**src/rtl/shs_pkg.sv**
```systemverilog
package shs_pkg;

    typedef enum logic [1:0] {
        ST_IDLE  = 2'd0,
        ST_SHIFT = 2'd1,
        ST_HOLD  = 2'd2
    } slv_state_e;

    typedef struct packed {
        logic cs_n;
        logic sclk;
        logic simo;
    } spi_pins_t;

    typedef struct packed {
        logic cs_low;
        logic cs_fall;
        logic cs_rise;
        logic sclk_rise;
        logic sclk_fall;
        logic simo;
    } spi_evt_t;

    localparam spi_pins_t PINS_IDLE = '{cs_n: 1'b1, sclk: 1'b0, simo: 1'b0};

    function automatic spi_evt_t detect_events(spi_pins_t cur, spi_pins_t prev);
        spi_evt_t e;
        e.cs_low    = ~cur.cs_n;
        e.cs_fall   = ~cur.cs_n & prev.cs_n;
        e.cs_rise   = cur.cs_n & ~prev.cs_n;
        e.sclk_rise = cur.sclk & ~prev.sclk;
        e.sclk_fall = ~cur.sclk & prev.sclk;
        e.simo      = cur.simo;
        return e;
    endfunction

    function automatic int unsigned next_slot(int unsigned cur, int unsigned nslot);
        return (cur + 1 >= nslot) ? 0 : cur + 1;
    endfunction

endpackage

```
**src/rtl/shs_pin_sync.sv**
```systemverilog
module shs_pin_sync
    import shs_pkg::*;
#(
    parameter int STAGES = 2
) (
    input  logic     clk,
    input  logic     rst,
    input  logic     cs_n_in,
    input  logic     sclk_in,
    input  logic     simo_in,
    output logic     cs_low,
    output logic     cs_fall,
    output logic     cs_rise,
    output logic     sclk_rise,
    output logic     sclk_fall,
    output logic     simo_bit
);
    spi_pins_t pins_in;
    spi_pins_t chain [STAGES];
    spi_pins_t prev;
    spi_evt_t  evt;

    assign pins_in = '{cs_n: cs_n_in, sclk: sclk_in, simo: simo_in};

    always_ff @(posedge clk) begin
        if (rst) begin
            for (int i = 0; i < STAGES; i++) chain[i] <= PINS_IDLE;
            prev <= PINS_IDLE;
        end else begin
            chain[0] <= pins_in;
            for (int i = 1; i < STAGES; i++) chain[i] <= chain[i-1];
            prev <= chain[STAGES-1];
        end
    end

    assign evt       = detect_events(chain[STAGES-1], prev);
    assign cs_low    = evt.cs_low;
    assign cs_fall   = evt.cs_fall;
    assign cs_rise   = evt.cs_rise;
    assign sclk_rise = evt.sclk_rise;
    assign sclk_fall = evt.sclk_fall;
    assign simo_bit  = evt.simo;

endmodule

```
**src/rtl/shs_shifter.sv**
```systemverilog
module shs_shifter #(
    parameter int WIDTH = 16
) (
    input  logic             clk,
    input  logic             rst,
    input  logic             active,
    input  logic             restart,
    input  logic             sclk_rise,
    input  logic             sclk_fall,
    input  logic             simo_bit,
    input  logic [WIDTH-1:0] tx_word,
    output logic             word_done,
    output logic [WIDTH-1:0] word_val,
    output logic             tx_msb
);
    localparam int CNT_W = (WIDTH > 1) ? $clog2(WIDTH) : 1;
    localparam logic [CNT_W-1:0] LAST_BIT = CNT_W'(WIDTH - 1);

    logic [CNT_W-1:0] bit_cnt;
    logic [WIDTH-1:0] rx_sr;
    logic [WIDTH-1:0] tx_sr;

    assign word_done = active & sclk_rise & (bit_cnt == LAST_BIT);
    assign word_val  = {rx_sr[WIDTH-2:0], simo_bit};
    assign tx_msb    = tx_sr[WIDTH-1];

    always_ff @(posedge clk) begin
        if (rst) begin
            bit_cnt <= '0;
            rx_sr   <= '0;
            tx_sr   <= '0;
        end else if (restart) begin
            bit_cnt <= '0;
            rx_sr   <= '0;
            tx_sr   <= tx_word;
        end else if (active && sclk_rise) begin
            rx_sr <= word_val;
            if (bit_cnt == LAST_BIT) begin
                bit_cnt <= '0;
                tx_sr   <= tx_word;
            end else begin
                bit_cnt <= bit_cnt + 1'b1;
            end
        end else if (active && sclk_fall && bit_cnt != '0) begin
            tx_sr <= {tx_sr[WIDTH-2:0], 1'b0};
        end
    end

    // a word boundary resets the bit counter
    a_r2_count_wraps: assert property (@(posedge clk) disable iff (rst)
        word_done |=> (bit_cnt == '0));

endmodule

```
**src/rtl/shs_commit_ctrl.sv**
```systemverilog
module shs_commit_ctrl
    import shs_pkg::*;
#(
    parameter int WIDTH = 16,
    parameter int NSLOT = 8,
    localparam int IDX_W = (NSLOT > 1) ? $clog2(NSLOT) : 1
) (
    input  logic             clk,
    input  logic             rst,
    input  logic             compat_en,
    input  logic [NSLOT-1:0] slot_hold,
    input  logic             cs_low,
    input  logic             cs_fall,
    input  logic             cs_rise,
    input  logic             word_done,
    input  logic [WIDTH-1:0] word_val,
    output logic             shifting,
    output logic             rx_commit,
    output logic [IDX_W-1:0] rx_idx,
    output logic [WIDTH-1:0] rx_data
);
    slv_state_e       state;
    logic [IDX_W-1:0] wr_ptr;
    logic [WIDTH-1:0] parked;
    logic             commit_now;

    assign commit_now = compat_en | slot_hold[wr_ptr];
    assign shifting   = (state == ST_SHIFT) & cs_low;

    always_ff @(posedge clk) begin
        if (rst) begin
            state     <= ST_IDLE;
            wr_ptr    <= '0;
            parked    <= '0;
            rx_commit <= 1'b0;
            rx_idx    <= '0;
            rx_data   <= '0;
        end else begin
            rx_commit <= 1'b0;
            unique case (state)
                ST_IDLE: begin
                    if (cs_fall) state <= ST_SHIFT;
                end
                ST_SHIFT: begin
                    if (cs_rise) begin
                        state <= ST_IDLE;
                    end else if (word_done) begin
                        if (commit_now) begin
                            rx_commit <= 1'b1;
                            rx_idx    <= wr_ptr;
                            rx_data   <= word_val;
                            wr_ptr    <= IDX_W'(next_slot(int'(wr_ptr), NSLOT));
                        end else begin
                            parked <= word_val;
                            state  <= ST_HOLD;
                        end
                    end
                end
                ST_HOLD: begin
                    if (cs_rise) begin
                        rx_commit <= 1'b1;
                        rx_idx    <= wr_ptr;
                        rx_data   <= parked;
                        wr_ptr    <= IDX_W'(next_slot(int'(wr_ptr), NSLOT));
                        state     <= ST_IDLE;
                    end
                end
                default: state <= ST_IDLE;
            endcase
        end
    end

    // strobe lasts a single cycle
    a_r9_single_pulse: assert property (@(posedge clk) disable iff (rst)
        rx_commit |=> !rx_commit);

    // write pointer already points past the slot just written
    a_r8_ptr_advance: assert property (@(posedge clk) disable iff (rst)
        rx_commit |-> (wr_ptr == IDX_W'(next_slot(int'(rx_idx), NSLOT))));

    // no commit while a parked word still sees chip select low
    a_r4_hold_waits: assert property (@(posedge clk) disable iff (rst)
        (state == ST_HOLD && cs_low) |=> !rx_commit);

    // clock edges do not leave the parked state
    a_r5_hold_blocks: assert property (@(posedge clk) disable iff (rst)
        (state == ST_HOLD && !cs_rise) |=> (state == ST_HOLD));

    // finished word with commit enabled is strobed next cycle
    a_r3_commit_on_done: assert property (@(posedge clk) disable iff (rst)
        (state == ST_SHIFT && !cs_rise && word_done && commit_now) |=> rx_commit);

endmodule

```
**src/rtl/shs_rx_buffer.sv**
```systemverilog
module shs_rx_buffer
    import shs_pkg::*;
#(
    parameter int WIDTH = 16,
    parameter int NSLOT = 8,
    localparam int IDX_W = (NSLOT > 1) ? $clog2(NSLOT) : 1
) (
    input  logic             clk,
    input  logic             rst,
    input  logic             wr_en,
    input  logic [IDX_W-1:0] wr_idx,
    input  logic [WIDTH-1:0] wr_data,
    input  logic             rd_ready,
    output logic             rd_valid,
    output logic [IDX_W-1:0] rd_idx,
    output logic [WIDTH-1:0] rd_data
);
    logic [WIDTH-1:0] slot_mem [NSLOT];
    logic [NSLOT-1:0] slot_full;
    logic [IDX_W-1:0] rd_ptr;
    logic             pop;

    assign rd_idx   = rd_ptr;
    assign rd_valid = slot_full[rd_ptr];
    assign rd_data  = slot_mem[rd_ptr];
    assign pop      = rd_valid & rd_ready;

    always_ff @(posedge clk) begin
        if (rst) begin
            slot_full <= '0;
            rd_ptr    <= '0;
        end else begin
            if (pop) begin
                slot_full[rd_ptr] <= 1'b0;
                rd_ptr <= IDX_W'(next_slot(int'(rd_ptr), NSLOT));
            end
            if (wr_en) slot_full[wr_idx] <= 1'b1;
        end
    end

    generate
        for (genvar s = 0; s < NSLOT; s++) begin : g_slot
            always_ff @(posedge clk) begin
                if (rst) slot_mem[s] <= '0;
                else if (wr_en && wr_idx == IDX_W'(s)) slot_mem[s] <= wr_data;
            end
        end
    endgenerate

    // a consumed word advances the read index by one slot
    a_r10_pop_step: assert property (@(posedge clk) disable iff (rst)
        pop |=> (rd_ptr == IDX_W'(next_slot(int'($past(rd_ptr)), NSLOT))));

    // a written slot reads back as occupied
    a_r10_fill: assert property (@(posedge clk) disable iff (rst)
        wr_en |=> slot_full[$past(wr_idx)]);

endmodule

```
**src/rtl/spi_hold_slave.sv**
```systemverilog
module spi_hold_slave
    import shs_pkg::*;
#(
    parameter int WIDTH     = 16,
    parameter int NSLOT     = 8,
    parameter int SYNC_STGS = 2,
    localparam int IDX_W    = (NSLOT > 1) ? $clog2(NSLOT) : 1
) (
    input  logic             clk,
    input  logic             rst,
    input  logic             compat_en,
    input  logic [NSLOT-1:0] slot_hold,
    input  logic [WIDTH-1:0] tx_word,
    input  logic             spi_cs_n,
    input  logic             spi_sclk,
    input  logic             spi_simo,
    output logic             spi_somi,
    output logic             rx_commit,
    output logic [IDX_W-1:0] rx_commit_idx,
    output logic [WIDTH-1:0] rx_commit_data,
    output logic             rd_valid,
    input  logic             rd_ready,
    output logic [IDX_W-1:0] rd_idx,
    output logic [WIDTH-1:0] rd_data
);
    logic             cs_low, cs_fall, cs_rise;
    logic             sclk_rise, sclk_fall, simo_bit;
    logic             shifting, word_done, tx_msb;
    logic [WIDTH-1:0] word_val;

    shs_pin_sync #(.STAGES(SYNC_STGS)) u_sync (
        .clk       (clk),
        .rst       (rst),
        .cs_n_in   (spi_cs_n),
        .sclk_in   (spi_sclk),
        .simo_in   (spi_simo),
        .cs_low    (cs_low),
        .cs_fall   (cs_fall),
        .cs_rise   (cs_rise),
        .sclk_rise (sclk_rise),
        .sclk_fall (sclk_fall),
        .simo_bit  (simo_bit)
    );

    shs_shifter #(.WIDTH(WIDTH)) u_shift (
        .clk       (clk),
        .rst       (rst),
        .active    (shifting),
        .restart   (cs_fall | cs_rise),
        .sclk_rise (sclk_rise),
        .sclk_fall (sclk_fall),
        .simo_bit  (simo_bit),
        .tx_word   (tx_word),
        .word_done (word_done),
        .word_val  (word_val),
        .tx_msb    (tx_msb)
    );

    shs_commit_ctrl #(.WIDTH(WIDTH), .NSLOT(NSLOT)) u_ctrl (
        .clk       (clk),
        .rst       (rst),
        .compat_en (compat_en),
        .slot_hold (slot_hold),
        .cs_low    (cs_low),
        .cs_fall   (cs_fall),
        .cs_rise   (cs_rise),
        .word_done (word_done),
        .word_val  (word_val),
        .shifting  (shifting),
        .rx_commit (rx_commit),
        .rx_idx    (rx_commit_idx),
        .rx_data   (rx_commit_data)
    );

    shs_rx_buffer #(.WIDTH(WIDTH), .NSLOT(NSLOT)) u_buf (
        .clk      (clk),
        .rst      (rst),
        .wr_en    (rx_commit),
        .wr_idx   (rx_commit_idx),
        .wr_data  (rx_commit_data),
        .rd_ready (rd_ready),
        .rd_valid (rd_valid),
        .rd_idx   (rd_idx),
        .rd_data  (rd_data)
    );

    assign spi_somi = shifting & tx_msb;

    // nothing is presented during reset's aftermath with chip select high
    a_r1_quiet_idle: assert property (@(posedge clk) disable iff (rst)
        !cs_low |-> !spi_somi);

endmodule

```
**config.mk**
```make
export PLATFORM = sky130hd
export DESIGN_NAME = spi_hold_slave
export DESIGN_NICKNAME = d
export VERILOG_FILES = /design/src/rtl/shs_pkg.sv /design/src/rtl/shs_pin_sync.sv /design/src/rtl/shs_shifter.sv /design/src/rtl/shs_commit_ctrl.sv /design/src/rtl/shs_rx_buffer.sv /design/src/rtl/spi_hold_slave.sv
export SDC_FILE = /design/constraint.sdc
export NUM_CORES = 1
export LEC_CHECK = 0
export CORE_ASPECT_RATIO = 1.1
export CORE_MARGIN = 5
export CORE_UTILIZATION = 40
export DETAILED_ROUTE_END_ITERATION = 10
export GPL_ROUTABILITY_DRIVEN = 1
export GPL_TIMING_DRIVEN = 0
export PLACE_DENSITY = 0.57
export SYNTH_ARGS = -nofsm -noshare
export SYNTH_HDL_FRONTEND = slang
export SYNTH_SLANG_ARGS = --single-unit
export TNS_END_PERCENT = 1
```
**constraint.sdc**
```tcl
create_clock -name clk -period 6.3 [get_ports clk]
set_clock_uncertainty 0.15 [all_clocks]
set_input_delay 1.26 -clock clk [delete_from_list [all_inputs] [get_ports clk]]
set_output_delay 1.26 -clock clk [all_outputs]
set_load 0.005 [all_outputs]
```
Word level (Yosys, flattened, before mapping)
Memory sizes are Yosys's and may differ from the RTL's. A register that Yosys moved wholly into a read port is not among the register bits.
Index checks and enable logic that the tools add are counted.
- input bits: 31
- bits in writable memories: 134
- memories kept: 2
- register bits after elaboration: 89
- output and inout port bits: 41
- eq/ne operators: 18
- reductions and logical operators: 23
- order comparisons: 7
- bitwise logic cells: 30
- add/subtract/negate cells: 3
- mux-type cells: 83
- memories (name ; words ; width ; rd ports ; clocked after Yosys merged registers in ; write ports ; RTL line ; text):
    u_buf.slot_mem ; 8 ; 16 ; 1 ; 1 ; 8 ; shs_rx_buffer.sv:18 ; logic [WIDTH-1:0] slot_mem [NSLOT];
    u_sync.chain ; 2 ; 3 ; 2 ; 0 ; 2 ; shs_pin_sync.sv:19 ; spi_pins_t chain [STAGES];
- operator list (kind ; count):
    $mux 16 ; 16
    $mux 3 ; 14
    $mux 1 ; 35
    $pmux 16 s2 ; 1
    $mux 8 ; 3
    $logic_and 1x1->1 ; 13
    $eq 3x3->1 const B ; 4
    $lt 3x4->1 const B ; 3
    $or 1x1->1 ; 12
    $pmux 3 s2 ; 2
    $mux 2 ; 5
    $and 1x1->1 ; 9
    $add 3x1->4 const B ; 2
    $and 8x8->8 ; 1
    $ge 4x4->1 const B ; 2
    $not 8->8 ; 1
    $or 8x8->8 ; 1
    $reduce_and 4->1 ; 2
    $bmux 1 s3 ; 2
    $demux 1 s3 ; 2
    $eq 3x2->1 const B ; 2
    $ge 3x1->1 const B ; 2
    $ne 2x2->1 const B ; 3
    $not 1->1 ; 6
    other kinds (20) ; 21

Longest topological paths before layout
- depth in word-level cells: 10
- depth in mapped cells: 8
- gate-level depth less buffers: 6

Modules after synthesis
A second synthesis with hierarchy kept.
- cells, all modules: 835
- area total of the unflattened synthesis: 10380.0 um2
- by module, submodules not included (module ; instances ; seq. area each (um2) ; area an instance (um2) ; cells each):
    shs_rx_buffer ; 1 ; 4124.0 ; 6389.9 ; 413
    shs_commit_ctrl ; 1 ; 820.8 ; 2207.1 ; 226
    shs_shifter ; 1 ; 700.7 ; 1531.5 ; 173
    shs_pin_sync ; 1 ; 160.2 ; 239.0 ; 21
    spi_hold_slave ; 1 ; 0.0 ; 12.5 ; 2

Least setup slack after synthesis
No wires, ideal clock.
- path type: input -> register
- from: input rst
- to: memory u_buf.slot_mem[7][0], enable pin
- path buffers: 3
- path slack: 3195 ps
- cell stages on the path: 5
- data arrival time: 2491 ps
- cell sequence: buf_2 inv_1 buf_2 clkbuf_1 o21ai_0
- RTL lines (item ; RTL line ; text):
    start, declared ; spi_hold_slave.sv:10 ; input logic rst,
    end, declared ; shs_rx_buffer.sv:18 ;

==> results.yml <==
logic_synthesis:
  synth_mux_area_frac: 0.1104
  synthTopCellsByArea: "edfxtp_1, dfxtp_1, and2_1"
  synth_edf_count: 128
  synth.avg_cell_area_sq_um: 11.63
  netlist.area_leader.share: 0.3608
  synthArstFlopShare: 0
  netlist_instances: 916
  synth-seq-cells: 226
  synth_top_family_by_area: "simple AND/OR/NAND/NOR gates"
  synth_fa_ha_area_frac: 0.01057
  synth_fp_nets: 956
  synth_area_sq_um: 10650
  ys_warn_count: 0
  synth_top_area_cell: "edfxtp_1"
  synth_compound_area_frac: 0.1140
  ys_seq_area_frac: 0.5449
  synth-simple-area-share: 0.1792
  synth_cell_type_count: 57
  synth_xor_area_frac: 0.0008221
  ys.flop_type: "edfxtp_1"
grt:
  grt_overflow: 0
  grt.total_usage: 0.1778
  grt_max_degree: 14
  grt_pass1_wl_mm: 43.45
  antenna_found_initial: 0
  grt_pass1_vias: 7564
min_path:
  min-delay-start: "u_sync.chain[0][2]"
  hold_class: "reg2reg"
worst_setup_path:
  worstSetupPathType: "reg2out"
  required_ns: 4.89
  reg2reg_depth: 5
  cp-end-kind: "primary output"
  ff2ff_setup_slack_ns: 3.38
  r2r_start: "u_ctrl.rx_commit"
  critPathLaunchType: "flip-flop"
  r2r_end: "u_buf.slot_mem[0][6]"
  endpoint: "rd_data[4]"
  crit_arrival_ns: 2.86
  crit_fanout: 10
floorplanning:
  coreArea_sq_um: 26220
  die_y_microns: 181.2
  ioPinCount: 72
  rows: 62
  die-width_microns: 165.6
  dieArea_sq_um: 30000
  start_util: 0.4063
cts:
  path_clk_slew_ns: 0.06
  ctsHoldBuffers: 0
  clk_latency_ns: 0.52
  post_cts_resized: 0
  cts.sinks: 226
  clockRootBuffer: "clkbuf_16"
  cts-buffers-inserted: 26
  clockBufferDepth: 3
  cts_tree: "built"
  post_cts_buffers: 0
  cts.htree.levels: 1
finish:
  multiInputGateArea_sq_um: 4472
  layout-drive-gt1-share: 0.1508
  fill_cells: 2423
  antenna_cells: 0
  stdcell_area_sq_um: 12840
  syn_to_final_growth_pct: 20.53
  finalNetCount: 1062
  layout_commonest_cell: "and2_1"
  seq_area_sq_um: 5806
  fin_util: 0.4897
  fin_cells: 1393
  most-common-layout-cells: "and2_1, edfxtp_1, dfxtp_1, clkdlybuf4s50_1, nand2_1"
timing:
  worst_slew_pin_slew_ns: 1.175
  rsz0062_at_grt: "false"
  fin_crit_ns: 4.273
  setup_slack_ns: 2.027
  setup_tns_ns: 0
  slew_viol_final: 0
  relSlewSlack: 0.2107
  finalSetupViolCount: 0
  finalHoldViolCount: 0
  timing.final.crit_share: 0.6782
  fmaxAchievable_mhz: 234.0
power_and_ir_drop:
  p_per_area_nw_per_um2: 260.1
  leakage_uw: 0.004348
  ir_worst_vdd_v: 0.0001940
job:
  maxCapViolations: 0
routing:
  num_vias: 7621
  post-route-drc-count: 0
  drt_first_pass_iters: 5
  antenna_left: 0
  wl_per_cell_microns: 19.53
  drt_iter0_drc: 472
  routed_wl_mm: 27.20
  detail_route.vias_per_cell: 5.471
place:
  dp_hpwl_mm: 19.04
  gp_congestion: 0.8137
  placed_area_sq_um: 11970
  post-place-ws_ns: 2.491
  dp.cells: 1346
  portBuffers: 70
outcome:
  status: "finished, final reports clean"
[per-stage QoR]
| step | total power (uW) | hold WS (ns) |
|---|---|---|
| after detailed placement | 1850 | 0.2445 |
| after CTS | 3374 | 0.2583 |
| after global placement | 1839 | 0.2430 |
| after floorplan | 1762 | 0.2395 |
| after global routing | 3455 | 0.2916 |
| final | 3340 | 0.2528 |
[power breakdown]
group | internal [uW] | leakage, uW | total (uW) | switching (uW)
Combinational | 83.2 | 0.00191 | 192 | 108
Clock | 931 | 0.000431 | 1520 | 592
Sequential | 1610 | 0.00201 | 1620 | 16.7
[metal layers]
metal  up-vias  global-route usage  wire length (microns)
met5         -                   0                      0
met4         0             0.03729                    446
met3        34             0.02251                    996
met2       180              0.3167                  14000
met1      3761              0.2335                  11760
li1       3646                   -                      -
[cell usage after synthesis, types with 2 or more instances]
cell,instances
a22oi_1,4
o21ai_0,13
o32ai_1,16
and3_1,4
edfxtp_1,128
ha_1,9
nor2_1,14
mux2i_1,19
nand2b_1,12
nand2_1,66
buf_1,5
nand4b_1,4
or3_1,4
o311ai_0,4
inv_1,29
dfxtp_1,98
o31a_1,2
o211ai_1,7
nand3b_1,2
a21oi_1,24
mux4_2,34
buf_2,20
a311oi_1,32
a21o_1,2
nor3_1,50
nand3_1,47
a211oi_1,2
a31oi_1,3
clkbuf_1,43
a2bb2oi_1,2
o31ai_1,2
or2_2,2
a31o_2,17
buf_4,2
and2_1,130
buf_6,2
mux2_2,17
nor2b_1,11
a211o_1,16
[cells by family after synthesis]
| group | count (synthesis) |
|---|---|
| mux | 72 |
| fa+ha+maj | 9 |
| simple gates | 352 |
| xor+xnor | 1 |
| buf+inv | 101 |
| compound gates | 155 |
| flops | 226 |
[how the worst min path moves through the flow]
| stage | endpoint | cells past startpoint | slack [ns] |
|---|---|---|---|
| finish | u_sync.chain[0][5] | 1 | 0.25 |
| global route | u_sync.chain[0][5] | 1 | 0.29 |
| CTS | u_sync.chain[0][5] | 1 | 0.26 |
| detailed placement | u_sync.chain[0][5] | 1 | 0.24 |
| global placement | u_sync.chain[0][5] | 1 | 0.24 |
| floorplan | u_sync.chain[0][5] | 1 | 0.24 |
[registers in the layout (all words and copies together) (netlist names), named ones only]
register / cells
u_buf.rd_idx: 3
u_buf.slot_full: 8
u_buf.slot_mem: 128
u_ctrl.parked: 16
u_ctrl.rx_commit: 1
u_ctrl.rx_data: 16
u_ctrl.rx_idx: 3
u_ctrl.state: 2
u_ctrl.wr_ptr: 3
u_shift.bit_cnt: 4
u_shift.rx_sr: 15
u_shift.tx_sr: 16
u_sync.chain: 6
u_sync.prev: 2
[worst max-delay path, stage by stage, from the launching register on]
cell	delay, ns
dfxtp_1	0.31
clkbuf_1	0.28
buf_2	0.42
mux4_2	0.59
mux2_2	0.29
clkdlybuf4s50_1	0.45
[cell type report]
class / instances / area share
clock buffers: 37 / 0.06022
clock inverters: 10 / 0.007990
flip-flops and latches: 226 / 0.4521
inverters: 29 / 0.008477
plain buffers: 72 / 0.02475
well taps: 352 / 0.03430
multi-input cells: 589 / 0.3482
repair buffers: 78 / 0.06392
No activity file was read; power rests on OpenSTA's default activity.
